`config.mk`:
```
export PLATFORM = sky130hd
export DESIGN_NAME = refresh_sched
export DESIGN_NICKNAME = d
export VERILOG_FILES = /design/src/rtl/refresh_pkg.sv /design/src/rtl/refresh_interval_timer.sv /design/src/rtl/refresh_debt_ctr.sv /design/src/rtl/cbr_sequencer.sv /design/src/rtl/refresh_sched.sv
export SDC_FILE = /design/constraint.sdc
export NUM_CORES = 1
export LEC_CHECK = 0
export BUFFER_PORTS_ARGS = -buffer_cell sky130_fd_sc_hd__clkbuf_2
export CORE_ASPECT_RATIO = 0.7
export CORE_MARGIN = 5
export CORE_UTILIZATION = 38
export CTS_BUF_LIST = sky130_fd_sc_hd__clkbuf_8
export DETAILED_ROUTE_END_ITERATION = 10
export PLACE_DENSITY_LB_ADDON = 0.05
export SYNTH_ARGS = -nofsm -noshare
export SYNTH_HDL_FRONTEND = slang
export SYNTH_HIERARCHICAL = 1
export SYNTH_SLANG_ARGS = --single-unit
```
`constraint.sdc`:
```
create_clock -name clk_i -period 2.9 [get_ports clk_i]
set_input_delay 0.29 -clock clk_i [delete_from_list [all_inputs] [get_ports clk_i]]
set_output_delay 0.29 -clock clk_i [all_outputs]
set_load 0.02 [all_outputs]
```
`src/rtl/refresh_pkg.sv`:
```
package refresh_pkg;
  typedef enum logic [2:0] {
    CBR_IDLE,
    CBR_SETUP,
    CBR_CAS,
    CBR_RAS,
    CBR_PRE
  } cbr_state_e;
endpackage

```
`src/rtl/refresh_interval_timer.sv`:
```
module refresh_interval_timer #(
  parameter int INTERVAL_CYC = 3750
) (
  input  logic clk_i,
  input  logic rst_ni,
  input  logic en_i,
  output logic tick_o
);
  localparam int CW = $clog2(INTERVAL_CYC);
  localparam logic [CW-1:0] LAST = CW'(INTERVAL_CYC - 1);

  logic [CW-1:0] cnt_q;

  assign tick_o = en_i && (cnt_q == LAST);

  always_ff @(posedge clk_i or negedge rst_ni) begin
    if (!rst_ni)     cnt_q <= '0;
    else if (tick_o) cnt_q <= '0;
    else if (en_i)   cnt_q <= cnt_q + 1'b1;
  end
endmodule

```
`src/rtl/refresh_debt_ctr.sv`:
```
module refresh_debt_ctr #(
  parameter int DEBT_W = 3
) (
  input  logic clk_i,
  input  logic rst_ni,
  input  logic inc_i,
  input  logic dec_i,
  output logic pending_o
);
  localparam logic [DEBT_W-1:0] DMAX = '1;

  logic [DEBT_W-1:0] debt_q;

  assign pending_o = (debt_q != '0);

  always_ff @(posedge clk_i or negedge rst_ni) begin
    if (!rst_ni) debt_q <= '0;
    else if (inc_i && !dec_i && debt_q != DMAX) debt_q <= debt_q + 1'b1;
    else if (dec_i && !inc_i && debt_q != '0)   debt_q <= debt_q - 1'b1;
  end
endmodule

```
`src/rtl/cbr_sequencer.sv`:
```
module cbr_sequencer
  import refresh_pkg::*;
#(
  parameter int T_SETUP_CYC = 2,
  parameter int T_CSR_CYC   = 1,
  parameter int T_RAS_CYC   = 8,
  parameter int T_RP_CYC    = 5
) (
  input  logic clk_i,
  input  logic rst_ni,
  input  logic start_i,
  output logic busy_o,
  output logic done_o,
  output logic ras_n_o,
  output logic cas_n_o
);
  localparam int TMAX_A = (T_SETUP_CYC > T_CSR_CYC) ? T_SETUP_CYC : T_CSR_CYC;
  localparam int TMAX_B = (T_RAS_CYC > T_RP_CYC) ? T_RAS_CYC : T_RP_CYC;
  localparam int TMAX   = (TMAX_A > TMAX_B) ? TMAX_A : TMAX_B;
  localparam int CW     = $clog2(TMAX + 1);

  cbr_state_e st_q, st_d;
  logic [CW-1:0] cnt_q, cnt_d;
  logic last;

  assign last    = (cnt_q == '0);
  assign busy_o  = (st_q != CBR_IDLE);
  assign done_o  = (st_q == CBR_PRE) && last;
  assign ras_n_o = (st_q != CBR_RAS);
  assign cas_n_o = !((st_q == CBR_CAS) || (st_q == CBR_RAS));

  always_comb begin
    st_d  = st_q;
    cnt_d = cnt_q;
    if (st_q == CBR_IDLE) begin
      if (start_i) begin
        st_d  = CBR_SETUP;
        cnt_d = CW'(T_SETUP_CYC - 1);
      end
    end else if (!last) begin
      cnt_d = cnt_q - 1'b1;
    end else begin
      unique case (st_q)
        CBR_SETUP: begin st_d = CBR_CAS; cnt_d = CW'(T_CSR_CYC - 1); end
        CBR_CAS:   begin st_d = CBR_RAS; cnt_d = CW'(T_RAS_CYC - 1); end
        CBR_RAS:   begin st_d = CBR_PRE; cnt_d = CW'(T_RP_CYC - 1);  end
        default:   begin st_d = CBR_IDLE; cnt_d = '0; end
      endcase
    end
  end

  always_ff @(posedge clk_i or negedge rst_ni) begin
    if (!rst_ni) begin
      st_q  <= CBR_IDLE;
      cnt_q <= '0;
    end else begin
      st_q  <= st_d;
      cnt_q <= cnt_d;
    end
  end
endmodule

```
`src/rtl/refresh_sched.sv`:
```
module refresh_sched #(
  parameter int INTERVAL_CYC = 3750,
  parameter int PAUSE_CYC    = 25000,
  parameter int INIT_CNT     = 8,
  parameter int DEBT_W       = 3,
  parameter int T_SETUP_CYC  = 2,
  parameter int T_CSR_CYC    = 1,
  parameter int T_RAS_CYC    = 8,
  parameter int T_RP_CYC     = 5
) (
  input  logic clk_i,
  input  logic rst_ni,
  input  logic grant_i,
  output logic req_o,
  output logic busy_o,
  output logic init_done_o,
  output logic ras_n_o,
  output logic lcas_n_o,
  output logic ucas_n_o,
  output logic we_n_o,
  output logic oe_n_o
);
  localparam int PW = $clog2(PAUSE_CYC + 1);
  localparam int IW = $clog2(INIT_CNT + 1);
  localparam logic [PW-1:0] PAUSE_LAST = PW'(PAUSE_CYC - 1);

  logic [PW-1:0] pause_q;
  logic          pause_done_q;
  logic [IW-1:0] init_left_q;
  logic          init_done_q;
  logic          seq_busy, seq_done, seq_cas_n, start;
  logic          tick, debt_pending;

  assign req_o = !seq_busy &&
                 (init_done_q ? debt_pending : (pause_done_q && init_left_q != '0));
  assign start = req_o && grant_i;

  always_ff @(posedge clk_i or negedge rst_ni) begin
    if (!rst_ni) begin
      pause_q      <= '0;
      pause_done_q <= 1'b0;
    end else if (!pause_done_q) begin
      pause_q <= pause_q + 1'b1;
      if (pause_q == PAUSE_LAST) pause_done_q <= 1'b1;
    end
  end

  always_ff @(posedge clk_i or negedge rst_ni) begin
    if (!rst_ni) begin
      init_left_q <= IW'(INIT_CNT);
      init_done_q <= 1'b0;
    end else if (!init_done_q) begin
      if (start) init_left_q <= init_left_q - 1'b1;
      // ready only once the final init cycle has precharged
      if (seq_done && init_left_q == '0) init_done_q <= 1'b1;
    end
  end

  refresh_interval_timer #(.INTERVAL_CYC(INTERVAL_CYC)) u_timer (
    .clk_i  (clk_i),
    .rst_ni (rst_ni),
    .en_i   (init_done_q),
    .tick_o (tick)
  );

  refresh_debt_ctr #(.DEBT_W(DEBT_W)) u_debt (
    .clk_i     (clk_i),
    .rst_ni    (rst_ni),
    .inc_i     (tick),
    .dec_i     (start && init_done_q),
    .pending_o (debt_pending)
  );

  cbr_sequencer #(
    .T_SETUP_CYC (T_SETUP_CYC),
    .T_CSR_CYC   (T_CSR_CYC),
    .T_RAS_CYC   (T_RAS_CYC),
    .T_RP_CYC    (T_RP_CYC)
  ) u_seq (
    .clk_i   (clk_i),
    .rst_ni  (rst_ni),
    .start_i (start),
    .busy_o  (seq_busy),
    .done_o  (seq_done),
    .ras_n_o (ras_n_o),
    .cas_n_o (seq_cas_n)
  );

  assign busy_o      = seq_busy;
  assign init_done_o = init_done_q;
  assign lcas_n_o    = seq_cas_n;
  assign ucas_n_o    = seq_cas_n;
  assign we_n_o      = 1'b1;
  assign oe_n_o      = 1'b1;
endmodule

```
==> metrics.txt <==
cells on worst reg2reg path=10; CTS H-tree lvls=2; synthesized area=~2400 um2; Mean Syn Cell Area=10.53 um2; Clock transition at path regs=around 0.07 ns; critical path startpoint category=flop; power per cell area=approximately 400 nW/um2; CTS Buf Count=5; Setup Buffers After CTS=0; Die W=about 100 um; GRT Resource Usage Total=12.12%; Int Pwr=0.0007933 W; Combinational Power Share=2.2%; pins over their slew limit=0; # IOs=11; DP HPWL=3.203 mm; Final Hold Viols=0; Crit path required time=~3.1 ns; top_reg_cell synth=dfrtp_1; worst setup path class=flop to flop; detailed-route via count=approximately 1700; # clock sinks=43; Max Freq=about 0.40 GHz; Fin Setup TNS=0 ns; final setup vio count=0; number of remaining DRC errors=0; root buf cell=clkbuf_8; fin crit share=approximately 87%; Antenna diodes=0; routability cong.=0.8284; Clock Tree Buf Depth=2; max-cap viol count=0; reg2reg start=u_seq/st_q[0]; Routed WL=4.465 mm; register bit total from synthesis=43; clock share of power=between 30% and 40%; Seq/Total Area, Yosys=about 45%; post-synth cell types=between 50 and 60; NetSw=0.0002185 W; Die Y=approximately 76 um; Worst-Margin Slew=roughly 1.1 ns; Synth Instances=226; row cnt=24; initial antenna violation count=0; number of synthesized flops with an enable pin=0; total power=roughly 0.001 W; initial core utilization=approximately 39%; RSZ-0062 raised after global routing=no; P_leak=roughly 1.1 nW; class of the worst hold path=input port to async pin; PortBufs=8; Max VDD drop=around 0.14 mV; Max transition margin=25.38%; Congestion Overflow GR=0; fillers=roughly 600; Fin Clk Skew=between 0.01 and 0.015 ns; vias in the first global route=~1700; synth warn=6; largest net degree at the start of global routing=44; outcome=finished, final reports clean; WHS=between 0.2 and 0.25 ns; area of the core=about 6200 um2; first-pass GRT wire length=between 8 and 9 mm; drt wl/cell=approximately 14 um; Iter 0 DRT Violations=38; Via density=5.375; switching part of the total=a little over a fifth; flop-to-flop setup slack=~0.39 ns; CP max FO=7; TritonCTS clock tree=built; Seq pwr share=59.5%; post-CTS sizing=0; fin crit period=around 2.5 ns; Critical Path AT=2.68 ns; synth-to-layout area growth=6.782%; DIE AREA=~8000 um2; Worst-Skew Late Latency=0.30 ns; share of post-route cells with drive strength above 1=a little over an eighth; Final ANT Viol Nets=0; asr flop ratio synth=100.0%; CTS Hold Buffers Added=0; nets=about 240; crit path capture type=flop; Initial DRT Pass Iterations=5; reg-to-reg endpoint=u_debt/debt_q[1]
registers in the layout, summed over array words and instances, names as in the netlist:
register,cells
pause_q,15
u_seq/st_q,3
pause_done_q,1
u_seq/cnt_q,4
u_timer/cnt_q,12
init_done_o,1
u_debt/debt_q,3
init_left_q,4
synth_stat cells, drive strengths merged (2+ instances only):
master	n	area, um2
a221oi	2	17.52
a22o	3	26.28
and2	2	12.51
and3	6	38.79
and4	4	35.03
and4b	2	20.02
buf	12	93.83
dfrtp	42	1051
ha	6	75.07
inv	11	41.29
mux2	5	56.30
mux2i	2	20.02
nand2	9	33.78
nand2b	5	31.28
nand3	14	70.07
nand3b	2	15.01
nand4	8	50.05
nand4b	2	17.52
nor2	12	45.04
nor2b	3	18.77
nor3	3	15.01
nor3b	4	30.03
nor4	5	46.29
o21ai	11	55.05
or3	3	18.77
or3b	4	40.04
xnor2	17	148.9
xor2	8	70.07
worst max-delay path by stage:
| stage | slack [ns] | cells past startpoint | startpoint | end |
|---|---|---|---|---|
| final | 0.39 | 10 | u_seq/st_q[0] | u_debt/debt_q[1] |
| after global routing | 0.15 | 10 | u_seq/st_q[0] | u_debt/debt_q[1] |
| after CTS | 0.37 | 10 | u_seq/st_q[0] | u_debt/debt_q[1] |
| after detailed placement | 0.39 | 10 | u_seq/st_q[0] | u_debt/debt_q[1] |
| after global placement | 0.47 | 9 | u_timer/cnt_q[1] | u_debt/debt_q[1] |
| after floorplan | 0.19 | 11 | u_seq/st_q[0] | u_debt/debt_q[1] |
layout by cell type, fill, tap and decap left out, drive strengths merged, types with 5 or more instances in the layout:
cell	netlist	final
and3	6	6
clkbuf	0	14
dfrtp	42	42
ha	6	6
inv	11	12
mux2	5	5
nand2	9	9
nand2b	5	5
nand3	14	14
nand4	8	8
nor2	12	12
nor4	5	5
o21ai	11	11
xnor2	17	17
xor2	8	8
layout make-up:
cell class                      instances  area (um2)  area share, %
Tap cell                               78       97.59          3.840
Multi-Input combinational cell        161        1171          46.09
Clock buffer                            6       82.58          3.250
Clock inverter                          2       8.758         0.3447
Sequential cell                        43        1077          42.39
Timing Repair Buffer                   11       62.56          2.462
Inverter                               11       41.29          1.625
stage by stage:
step	utilization [%]	cell area [um2]	instances	setup slack, ns
floorplan	-	2384	227	0.1942
global placement	39.80	2450	304	0.4738
detailed placement	39.80	2450	304	0.3863
CTS	41.28	2541	312	0.3722
global route	41.28	2541	312	0.1531
finish	41.28	2541	312	0.3875
kinds of logic (layout without fill, tap and decap cells):
kind of cell             count (synthesis)  count (layout)  share of synthesized area, %
buffers and inverters                   23              30                         5.678
AND/OR/NAND/NOR                         93              93                         24.71
adder cells (fa/ha/maj)                  7               7                         3.996
multiplexers                             7               7                         3.207
flip-flops                              43              43                         45.27
other                                    1               2                        0.1576
XOR/XNOR                                25              25                         9.201
AO/OA/AOI/OAI                           27              27                         7.782
power by group through the flow:
stage,sequential (W),clock (W),combinational [W]
final,0.000602,0.000387,0.0000225
after global routing,0.000602,0.000425,0.0000267
after CTS,0.000602,0.000407,0.0000234
after detailed placement,0.000614,0,0.0000232
after global placement,0.000614,0,0.0000223
after floorplan,0.000612,0,0.0000117
per-layer routing:
metal / global-route usage, % / vias up / routed length, um
met5: 0 / - / 0
met4: 4.342 / 0 / 61
met3: 3.472 / 8 / 163
met2: 18.77 / 26 / 2016
met1: 16.19 / 826 / 2224
li1: - / 817 / -
worst max-delay path, cell delays in order, from the launching register on:
cell,delay [ns]
dfrtp_1,0.45
nor3_1,0.26
inv_1,0.14
nand2b_1,0.18
nor2_1,0.13
inv_1,0.10
nand3_1,0.10
fa_1,0.46
or3b_1,0.37
a21oi_1,0.13
a211oi_1,0.07
Note: power is estimated with default switching activity, not from simulation.
